$ cat src/rtl/tone22k_pkg.sv
package tone22k_pkg;

   typedef enum logic [2:0] {
      ST_OFF   = 3'd0,
      ST_IDLE  = 3'd1,
      ST_ARM   = 3'd2,
      ST_RUN   = 3'd3,
      ST_TAIL  = 3'd4,
      ST_DRAIN = 3'd5
   } gate_st_t;

   // Half tone period in clock cycles, rounded to nearest.
   function automatic int half_cycles(input int clk_hz, input int tone_hz);
      return (clk_hz + tone_hz) / (2 * tone_hz);
   endfunction

endpackage

$ cat src/rtl/tone22k_sync.sv
module tone22k_sync #(
   parameter int STAGES = 2
) (
   input  logic clk,
   input  logic rst_n,
   input  logic d_in,
   output logic d_out
);
   generate
      if (STAGES == 0) begin : g_bypass
         assign d_out = d_in;
      end else begin : g_chain
         logic [STAGES-1:0] sr;
         always_ff @(posedge clk or negedge rst_n) begin
            if (!rst_n) sr <= '0;
            else if (STAGES == 1) sr <= d_in;
            else sr <= {sr[STAGES-2:0], d_in};
         end
         assign d_out = sr[STAGES-1];
      end
   endgenerate
endmodule

$ cat src/rtl/tone22k_wave.sv
module tone22k_wave #(
   parameter int HALF  = 50,
   parameter int CNT_W = 7
) (
   input  logic clk,
   input  logic rst_n,
   input  logic run,
   output logic phase_hi,
   output logic tone
);
   localparam logic [CNT_W-1:0] LIM_HALF = CNT_W'(HALF - 1);

   logic [CNT_W-1:0] cnt;

   always_ff @(posedge clk or negedge rst_n) begin
      if (!rst_n) begin
         cnt      <= '0;
         phase_hi <= 1'b1;
      end else if (!run) begin
         cnt      <= '0;
         phase_hi <= 1'b1;
      end else if (cnt == LIM_HALF) begin
         cnt      <= '0;
         phase_hi <= ~phase_hi;
      end else begin
         cnt      <= cnt + 1'b1;
      end
   end

   assign tone = run & phase_hi;

   AST_CNT_RANGE: assert property (@(posedge clk) disable iff (!rst_n)
      cnt <= LIM_HALF);

   AST_FULL_HALF: assert property (@(posedge clk) disable iff (!rst_n)
      (run && $past(run) && (phase_hi != $past(phase_hi))) |-> ($past(cnt) == LIM_HALF));
endmodule

$ cat src/rtl/tone22k_gate.sv
module tone22k_gate
   import tone22k_pkg::*;
#(
   parameter int HALF  = 50,
   parameter int CNT_W = 7
) (
   input  logic clk,
   input  logic rst_n,
   input  logic allow,
   input  logic cont,
   input  logic env,
   input  logic phase_hi,
   output logic run
);
   localparam logic [CNT_W-1:0] LIM_ARM  = CNT_W'(HALF - 1);
   localparam logic [CNT_W-1:0] LIM_TAIL = CNT_W'(2 * HALF - 1);

   gate_st_t         st, st_nx;
   logic [CNT_W-1:0] dcnt, dcnt_nx;

   always_ff @(posedge clk or negedge rst_n) begin
      if (!rst_n) begin
         st   <= ST_OFF;
         dcnt <= '0;
      end else begin
         st   <= st_nx;
         dcnt <= dcnt_nx;
      end
   end

   always_comb begin
      st_nx   = st;
      dcnt_nx = dcnt;
      if (!allow) begin
         st_nx   = ST_OFF;
         dcnt_nx = '0;
      end else begin
         unique case (st)
            ST_OFF, ST_IDLE: begin
               dcnt_nx = '0;
               if (cont)     st_nx = ST_RUN;
               else if (env) st_nx = ST_ARM;
               else          st_nx = ST_IDLE;
            end
            ST_ARM: begin
               if (cont) begin
                  st_nx   = ST_RUN;
                  dcnt_nx = '0;
               end else if (!env) begin
                  st_nx   = ST_IDLE;
                  dcnt_nx = '0;
               end else if (dcnt == LIM_ARM) begin
                  st_nx   = ST_RUN;
                  dcnt_nx = '0;
               end else begin
                  dcnt_nx = dcnt + 1'b1;
               end
            end
            ST_RUN: begin
               dcnt_nx = '0;
               if (!cont && !env) st_nx = ST_TAIL;
            end
            ST_TAIL: begin
               if (cont || env) begin
                  st_nx   = ST_RUN;
                  dcnt_nx = '0;
               end else if (dcnt == LIM_TAIL) begin
                  st_nx   = ST_DRAIN;
                  dcnt_nx = '0;
               end else begin
                  dcnt_nx = dcnt + 1'b1;
               end
            end
            ST_DRAIN: begin
               if (cont || env) st_nx = ST_RUN;
               else if (!phase_hi) st_nx = ST_IDLE;
            end
            default: begin
               st_nx   = ST_OFF;
               dcnt_nx = '0;
            end
         endcase
      end
   end

   assign run = (st == ST_RUN) || (st == ST_TAIL) || (st == ST_DRAIN);

   AST_NO_GATED_JUMP: assert property (@(posedge clk) disable iff (!rst_n)
      ($past(st) == ST_IDLE && st == ST_RUN) |-> $past(cont));

   AST_ARM_HAS_ENV: assert property (@(posedge clk) disable iff (!rst_n)
      ($past(st) == ST_ARM && st == ST_RUN && !$past(cont)) |-> $past(env));
endmodule

$ cat src/rtl/tone22k_gen.sv
module tone22k_gen #(
   parameter int CLK_HZ      = 100_000_000,
   parameter int TONE_HZ     = 22_000,
   parameter int SYNC_STAGES = 2
) (
   input  logic clk,
   input  logic rst_n,
   input  logic pwr_en,
   input  logic tx_arm_reg,
   input  logic tx_arm_pin,
   input  logic cont_mode,
   input  logic env_in,
   output logic tone_out,
   output logic tone_active
);
   import tone22k_pkg::*;

   localparam int HALF  = half_cycles(CLK_HZ, TONE_HZ);
   localparam int CNT_W = $clog2(2 * HALF);

   generate
      if (HALF < 2) begin : g_bad_ratio
         $error("tone22k_gen: clock too slow for the tone frequency");
      end
      if (SYNC_STAGES < 0 || SYNC_STAGES > 4) begin : g_bad_sync
         $error("tone22k_gen: SYNC_STAGES must be 0..4");
      end
   endgenerate

   logic allow, env_s, run, phase_hi;

   assign allow = pwr_en & (tx_arm_reg | tx_arm_pin);

   tone22k_sync #(.STAGES(SYNC_STAGES)) u_sync (
      .clk(clk), .rst_n(rst_n), .d_in(env_in), .d_out(env_s)
   );

   tone22k_gate #(.HALF(HALF), .CNT_W(CNT_W)) u_gate (
      .clk(clk), .rst_n(rst_n), .allow(allow), .cont(cont_mode),
      .env(env_s), .phase_hi(phase_hi), .run(run)
   );

   tone22k_wave #(.HALF(HALF), .CNT_W(CNT_W)) u_wave (
      .clk(clk), .rst_n(rst_n), .run(run), .phase_hi(phase_hi), .tone(tone_out)
   );

   assign tone_active = run;

   AST_OFF_WHEN_DISARMED: assert property (@(posedge clk) disable iff (!rst_n)
      !allow |=> (!tone_out && !tone_active));

   AST_START_HIGH: assert property (@(posedge clk) disable iff (!rst_n)
      $rose(tone_active) |-> tone_out);

   AST_END_LOW: assert property (@(posedge clk) disable iff (!rst_n)
      ($fell(tone_active) && $past(allow)) |-> !$past(tone_out));
endmodule

$ cat config.mk
export PLATFORM = sky130hd
export DESIGN_NAME = tone22k_gen
export DESIGN_NICKNAME = d
export VERILOG_FILES = /design/src/rtl/tone22k_pkg.sv /design/src/rtl/tone22k_sync.sv /design/src/rtl/tone22k_wave.sv /design/src/rtl/tone22k_gate.sv /design/src/rtl/tone22k_gen.sv
export SDC_FILE = /design/constraint.sdc
export NUM_CORES = 1
export LEC_CHECK = 0
export BUFFER_PORTS_ARGS = -buffer_cell sky130_fd_sc_hd__buf_2
export CAP_MARGIN = 20
export CORE_UTILIZATION = 45
export CTS_CLUSTER_DIAMETER = 200
export DETAILED_ROUTE_END_ITERATION = 7
export HOLD_SLACK_MARGIN = 0.1
export SETUP_SLACK_MARGIN = 0.02
export SLEW_MARGIN = 15
export SYNTH_ARGS = -nofsm -noshare
export SYNTH_HDL_FRONTEND = slang
export SYNTH_SLANG_ARGS = --single-unit
$ cat constraint.sdc
create_clock -name clk -period 3 [get_ports clk]
set_input_delay 0.3 -clock clk [delete_from_list [all_inputs] [get_ports clk]]
set_output_delay 0.3 -clock clk [all_outputs]
set_load 0.01 [all_outputs]
==> results of run 1 <==
[state kept, by name, indices dropped and copies added, names as in the netlist]
name               flops
u_gate.dcnt           13
u_gate.st              3
u_sync.g_chain.sr      2
u_wave.cnt            13
u_wave.phase_hi        1
[report_power, final]
part / leakage [nW] / switching [mW] / internal, mW
sequential: 0.436 / 0.00753 / 0.437
combinational: 0.281 / 0.0304 / 0.0153
clock: 0.0422 / 0.153 / 0.162
[cells in the final DEF, fill, tap and decap left out, types with 6 or more instances in the layout]
cell     count
xor2_1       8
dfrtp_1     31
nand3_1     15
nor3_1       6
nor2_1      21
xnor2_1      6
nand2_1     15
o21ai_0      9
buf_2        8
inv_1        7
a31oi_1      6
[layer usage]
metal / share of wire (%) / track usage (%)
met4: 1.9 / 9.17
met5: 0 / 0
met2: 47 / 32.8
met3: 2.6 / 5.63
met1: 49 / 26.6
[worst register-to-register path, cell delays in order, from the launching register on]
cell and delay, ns:
dfrtp_1 0.45, nand2b_1 0.19, or4b_1 0.53, o22ai_2 0.55, nand2_1 0.26, o311ai_1 0.29
[final cells by class]
| class | count | area (µm²) |
|---|---|---|
| Multi-Input combinational cell | 143 | 912 |
| Clock buffer | 7 | 76.3 |
| Timing Repair Buffer | 9 | 50.0 |
| Fill cell | 356 | 1780 |
| Tap cell | 48 | 60.1 |
| Inverter | 7 | 26.3 |
| Clock inverter | 1 | 5.00 |
| Sequential cell | 32 | 802 |
[worst paths after layout]
check | depth (start not counted) | to | slack, ns
min reg2reg | 0 | u_sync.g_chain.sr[1] | 0.36
min in group asynchronous | 2 | u_wave.cnt[7] | 0.59
min | 1 | u_sync.g_chain.sr[0] | 0.12
max | 5 | u_gate.dcnt[2] | 0.63
max reg2reg | 5 | u_gate.dcnt[2] | 0.63
max in group asynchronous | 2 | u_gate.dcnt[1] | 1.93
[kinds of logic (layout without fill, tap and decap cells)]
kind of cell | count (synthesis) | in the layout | share of synthesized area, %
and+or+nand+nor | 89 | 89 | 27.0
AOI/OAI and AO/OA | 34 | 34 | 13.6
DFF | 32 | 32 | 45.4
xor gates and xnor gates | 14 | 14 | 6.94
buffers and inverters | 12 | 24 | 3.04
adders and majority gates | 5 | 5 | 3.54
muxes | 1 | 1 | 0.566
==> qor.yml, run 1 <==
place:
  io_buffers: 8
  dpl-instance-area_um2: 1840
  dp_hpwl_um: 2540
  gp_congestion: 0.864
  dpl.cell_count: 238
  place_ws_ns: 0.692
cts:
  clock_latency_ns: 0.29
  cts_setup_buffers: 0
  max-clock-path-buffers: 2
  cts.htree.levels: 2
  cts_made_buffers: 5
  cts_resized: 0
  path_clk_slew_ns: 0.06
  cts.sinks: 32
  cts_tree: "done"
  ctsRootBufferMaster: "clkbuf_8"
  cts_hold_buf: 1
die:
  die_h_um: 64.7
  die_x_um: 64.7
  dieArea_um2: 4180
  start_util_pct: 47.6
  row_count: 22
  pin_count: 9
  core_um2: 3720
sta:
  drv_slew: 0
  final-setup-viol-count: 0
  holdWs_ns: 0.122
  setup_ws_ns: 0.632
  clock.fmax_mhz: 422
  timing.final.hold_violations: 0
  rsz0062_at_grt: "no"
  fin_worst_skew_ns: 0.00967
  fin_tns_setup_ns: 0
  relSlewSlack_pct: 52.2
  finalCritPeriodShare_pct: 78.9
  worstMarginPinSlew_ns: 0.716
  finalCriticalPeriod_ns: 2.37
logic_synthesis:
  avgSynthCellArea_um2: 9.45
  yosysTopAreaCell: "dfrtp_1"
  ys_types: 42
  yosysSeqAreaShare_pct: 45.4
  syn_inst: 187
  async_reset_ff_share_pct: 100
  synth_edf_count: 0
  synth_top_area_share_pct: 43.9
  syn_nets: 199
  ys_warn_count: 0
  synthFlopType: "dfrtp_1"
  synth_most_common_cell: "dfrtp_1"
  netlist_top_cells_area: "dfrtp_1 44%, nor2_1 4.5%, nand3_1 4.2%, xor2_1 4.0%, ha_1 3.5%"
  synth_common_cells: "31 x dfrtp_1, 21 x nor2_1, 15 x nand2_1, 15 x nand3_1, 9 x o21ai_0"
  synth_area_um2: 1770
  ys_ff_latch: 32
power:
  leakagePower_nw: 0.759
  ir_drop_uv: 272
  power_density_nw_per_um2: 417
  power_uw: 805
setup_path:
  crit_path_max_fanout: 17
  endpoint_kind: "flop"
  worst_path_largest_cell_delay_ns: 0.54
  start_kind: "flop"
  worstPathRequired_ns: 3.18
  path_class: "flop to flop"
  reg2reg_from: "u_gate.st[2]"
  critPathArrivalTime_ns: 2.54
  worst-path-buf-inv: 0
  crit_chain: "nand2b_1 > or4b_1 > o22ai_2 > nand2_1 > o311ai_1"
  timing.critical_path.from: "u_gate.st[2]"
  cpMaxStageDelayCell: "o22ai_2"
  critPathTopFamily: "simple AND/OR/NAND/NOR gates"
hold_path:
  hold_path_class: "input pin to flop"
  hp-start: "env_in"
status:
  run_status: "finished clean"
run:
  maxCapViolCount: 0
global_routing:
  grt_pass1_wl_um: 6560
  gr-total-overflow: 0
  grt_pass1_vias: 1461
  grt_usage_pct: 20.8
  antenna_found_initial: 0
  grt_max_degree: 33
route:
  dr.pass1.iters: 4
  drc_errors: 0
  wl_per_cell_um: 14.5
  ant_nets: 0
  wirelength_um: 3590
  initialDrtViolationCount: 47
  vias: 1437
  viasPerCell: 5.82
cells_and_area:
  synthToLayoutAreaGrowth_pct: 9.27
  fin_cells: 247
  final_nets: 210
  utilization_pct: 52.0
  design_area_um2: 1930
  antenna_cells: 0
  drive_gt1_share_pct: 10.1
Note: power is estimated with default switching activity, not from simulation.
==> run 2: changes to the inputs <==
--- a/config.mk
+++ b/config.mk
@@ -5,6 +5,7 @@
 export SDC_FILE = /design/constraint.sdc
 export NUM_CORES = 1
 export LEC_CHECK = 0
+export ABC_AREA = 1
 export BUFFER_PORTS_ARGS = -buffer_cell sky130_fd_sc_hd__buf_2
 export CAP_MARGIN = 20
 export CORE_UTILIZATION = 45
==> constraint.sdc (replaced) <==
create_clock -name clk -period 2 [get_ports clk]
set_input_delay 0.2 -clock clk [delete_from_list [all_inputs] [get_ports clk]]
set_output_delay 0.2 -clock clk [all_outputs]
set_load 0.01 [all_outputs]
==> run 2 against run 1 <==
  * Highest routed layer unchanged
  * First-iteration DRC count grew to 3.6 times the previous value
  * Largest power group unchanged
  * Largest cell class unchanged
  * Flip-flop and latch count stayed put
  * Core utilization is 3.0 points higher
  * Sequential power is 51% higher
  * Critical path type is now flop to primary output
  * Die area is 4.5% higher
==> qor.yml, run 2 <==
status:
  run_status: "finished clean"  # unchanged
logic_synthesis:
  synth_common_cells: "63 x nand2_1, 32 x inv_1, 31 x dfrtp_1, 31 x nor2_1, 19 x nand3_1"  # was 31 x dfrtp_1, 21 x nor2_1, 15 x nand2_1, 15 x nand3_1, 9 x o21ai_0
  ys_ff_latch: 32  # unchanged
  synth_area_um2: 1850  # was 1770 µm²
  syn_inst: 253  # was 187
  synth_most_common_cell: "nand2_1"  # was dfrtp_1
  syn_nets: 265  # was 199
  yosysTopAreaCell: "dfrtp_1"  # unchanged
  synthFlopType: "dfrtp_1"  # unchanged
  synth_edf_count: 0  # unchanged
  synth_top_area_share_pct: 41.9  # was 43.9%
  ys_warn_count: 0  # unchanged
  ys_types: 28  # was 42
  async_reset_ff_share_pct: 100  # unchanged
  netlist_top_cells_area: "dfrtp_1 42%, nand2_1 13%, inv_1 6.5%, nor2_1 6.3%, nand3_1 5.1%"  # was dfrtp_1 44%, nor2_1 4.5%, nand3_1 4.2%, xor2_1 4.0%, ha_1 3.5%
  avgSynthCellArea_um2: 7.31  # was 9.45 µm²
  yosysSeqAreaShare_pct: 43.4  # was 45.4%
setup_path:
  path_class: "flop to primary output"  # was flop to flop
  cpMaxStageDelayCell: "dfrtp_1"  # was o22ai_2
  timing.critical_path.from: "u_gate.st[2]"  # unchanged
  rrSetupSlack_ns: 0.39  # was 0.63 ns
  reg2reg_to: "u_gate.dcnt[11]"  # was u_gate.dcnt[2]
  worst-path-buf-inv: 3  # was 0
  start_kind: "flop"  # unchanged
  reg2reg_from: "u_gate.dcnt[0]"  # was u_gate.st[2]
  worst_path_largest_cell_delay_ns: 0.45  # was 0.54 ns
  crit_path_max_fanout: 6  # was 17
  crit_chain: "inv_2 > nand2_1 > nor2_2 > a21oi_2 > buf_4 > nor2_1 > buf_2"  # was nand2b_1 > or4b_1 > o22ai_2 > nand2_1 > o311ai_1
  critPathTopFamily: "flip-flops"  # was simple AND/OR/NAND/NOR gates
  critPathArrivalTime_ns: 1.46  # was 2.54 ns
  cp_num_cells: 7  # was 5
  worstPathRequired_ns: 1.80  # was 3.18 ns
  endpoint_kind: "primary output"  # was flop
  crit_end: "tone_out"  # was u_gate.dcnt[2]
  reg2reg_depth: 11  # was 5
place:
  dpl.cell_count: 308  # was 238
  gp_congestion: 0.841  # was 0.864
  io_buffers: 8  # unchanged
  place_ws_ns: 0.419  # was 0.692 ns
  dp_hpwl_um: 2620  # was 2540 µm
sta:
  finalCritPeriodShare_pct: 83.2
  rsz0062_at_grt: "no"  # unchanged
  relSlewSlack_pct: 51.2  # was 52.2%
  fin_tns_setup_ns: 0  # unchanged
  worstMarginPinSlew_ns: 0.732  # was 0.716 ns
  timing.final.hold_violations: 0  # unchanged
  holdWs_ns: 0.351  # was 0.122 ns
  fin_worst_skew_ns: 0.00408  # was 0.00967 ns
  finalCriticalPeriod_ns: 1.66
  final-setup-viol-count: 0  # unchanged
  drv_slew: 0  # unchanged
  setup_ws_ns: 0.336  # was 0.632 ns
  clock.fmax_mhz: 601
cells_and_area:
  antenna_cells: 0  # unchanged
  drive_gt1_share_pct: 10.7  # was 10.1%
  utilization_pct: 54.9  # was 52.0%
  layout_common_cells: "63 x nand2_1, 32 x inv_1, 31 x nor2_1, 31 x dfrtp_1, 19 x nand3_1"  # was 31 x dfrtp_1, 21 x nor2_1, 15 x nand2_1, 15 x nand3_1, 9 x o21ai_0
  fin_cells: 318  # was 247
  final_nets: 281  # was 210
  synthToLayoutAreaGrowth_pct: 12.9  # was 9.27%
  final_common_cell: "nand2_1"  # was dfrtp_1
  reg_top3: "u_gate.dcnt (13), u_wave.cnt (13), u_gate.st (3)"  # unchanged
cts:
  ctsRootBufferMaster: "clkbuf_8"  # unchanged
  cts.sinks: 32  # unchanged
  max-clock-path-buffers: 2  # unchanged
  cts.htree.levels: 2  # unchanged
  cts_made_buffers: 5  # unchanged
  cts_tree: "done"  # unchanged
  clock_latency_ns: 0.28  # was 0.29 ns
  path_clk_slew_ns: 0.07  # was 0.06 ns
die:
  pin_count: 9  # unchanged
  die_h_um: 66.1  # was 64.7 µm
  dieArea_um2: 4370  # was 4180 µm²
  core_um2: 3800  # was 3720 µm²
  start_util_pct: 48.7  # was 47.6%
  die_x_um: 66.1  # was 64.7 µm
  row_count: 22  # unchanged
route:
  wl_per_cell_um: 11.3  # was 14.5 µm
  ant_nets: 0  # unchanged
  initialDrtViolationCount: 171  # was 47
  wirelength_um: 3600  # was 3590 µm
  dr.pass1.iters: 4  # unchanged
  viasPerCell: 4.95  # was 5.82
  drc_errors: 0  # unchanged
  vias: 1574  # was 1437
power:
  ir_drop_uv: 384  # was 272 µV
  power_density_nw_per_um2: 693  # was 417 nW/µm²
  leakagePower_nw: 0.971  # was 0.759 nW
global_routing:
  grt_pass1_vias: 1472  # was 1461
  grt_usage_pct: 20.1  # was 20.8%
  gr-total-overflow: 0  # unchanged
  antenna_found_initial: 0  # unchanged
  grt_max_degree: 33  # unchanged
  grt_pass1_wl_um: 6520  # was 6560 µm
hold_path:
  holdPathStages: 0  # was 1
  hold_path_class: "flop to flop"  # was input pin to flop
run:
  maxCapViolCount: 0  # unchanged
[run 2: changes by cell type after synthesis, moves of 4 or more]
cell     change
inv_2        +4
inv_1       +25
a21oi_1     +13
and3_1       -5
nor2_1      +10
nand3_1      +4
and2_1       -5
xnor2_1      -5
a31oi_1      -5
o21ai_1      +7
nor3_1       +5
nand2_1     +48
[run 2: metrics by stage]
step	power, mW	cell area [µm²]
final	1.45	2090
after global routing	1.53	2090
after CTS	1.47	2090
after detailed placement	0.786	1940
after global placement	0.785	1940
after floorplan	0.749	1850
[run 2: timing repair]
item                                    CTS  global route
endpoints found under the setup margin    0             0
hold endpoints to repair                 32             0
hold buffers                              2             0
gates resized for setup                   0             0
setup buffers                             0             0
[run 2: worst reg2reg max path, delay by kind of cell (launching register included)]
family / cells / cell delay, ns
compound gates: 1 / 0.06
buf+inv: 2 / 0.19
flops: 1 / 0.46
fa+ha+maj: 1 / 0.14
simple gates: 7 / 0.65
[run 2: layout make-up]
| cell class | instances | area [µm²] |
|---|---|---|
| well taps | 48 | 60.1 |
| repair buffers | 11 | 67.6 |
| fillers | 380 | 1710 |
| inverters | 37 | 139 |
| multi-input cells | 182 | 892 |
| flip-flops and latches | 32 | 802 |
| clock buffers | 7 | 96.3 |
| clock inverters | 1 | 30.0 |
[run 2: cell families after synthesis]
logic type,Yosys count,share of synthesized area (%)
xor gates and xnor gates,6,2.84
buffers and inverters,39,8.39
DFF,32,43.4
adders and majority gates,5,3.38
and+or+nand+nor,135,31.4
AOI/OAI and AO/OA,36,10.6
[run 2: how the worst min path moves through the flow]
stage | from | endpoint
6_report | u_sync.g_chain.sr[0] | u_sync.g_chain.sr[1]
3_5_place_dp | rst_n | u_wave.cnt[8]
3_3_place_gp | rst_n | u_wave.cnt[12]
5_1_grt | u_sync.g_chain.sr[0] | u_sync.g_chain.sr[1]
4_1_cts | u_sync.g_chain.sr[0] | u_sync.g_chain.sr[1]
2_1_floorplan | rst_n | u_gate.dcnt[0]
[run 2: routing by layer]
metal	routed length [µm]	vias to the layer above	global-route usage (%)
li1	-	840	-
met1	1940	705	28.5
met2	1510	27	29.8
met3	122	2	4.66
met4	25	0	7.18
met5	0	-	0
[run 2: power by group]
part           total, mW  internal (mW)  leakage [nW]  switching (mW)
Sequential         0.672          0.663         0.437         0.00906
Combinational      0.103         0.0332         0.470          0.0700
Clock              0.671          0.439        0.0645           0.231
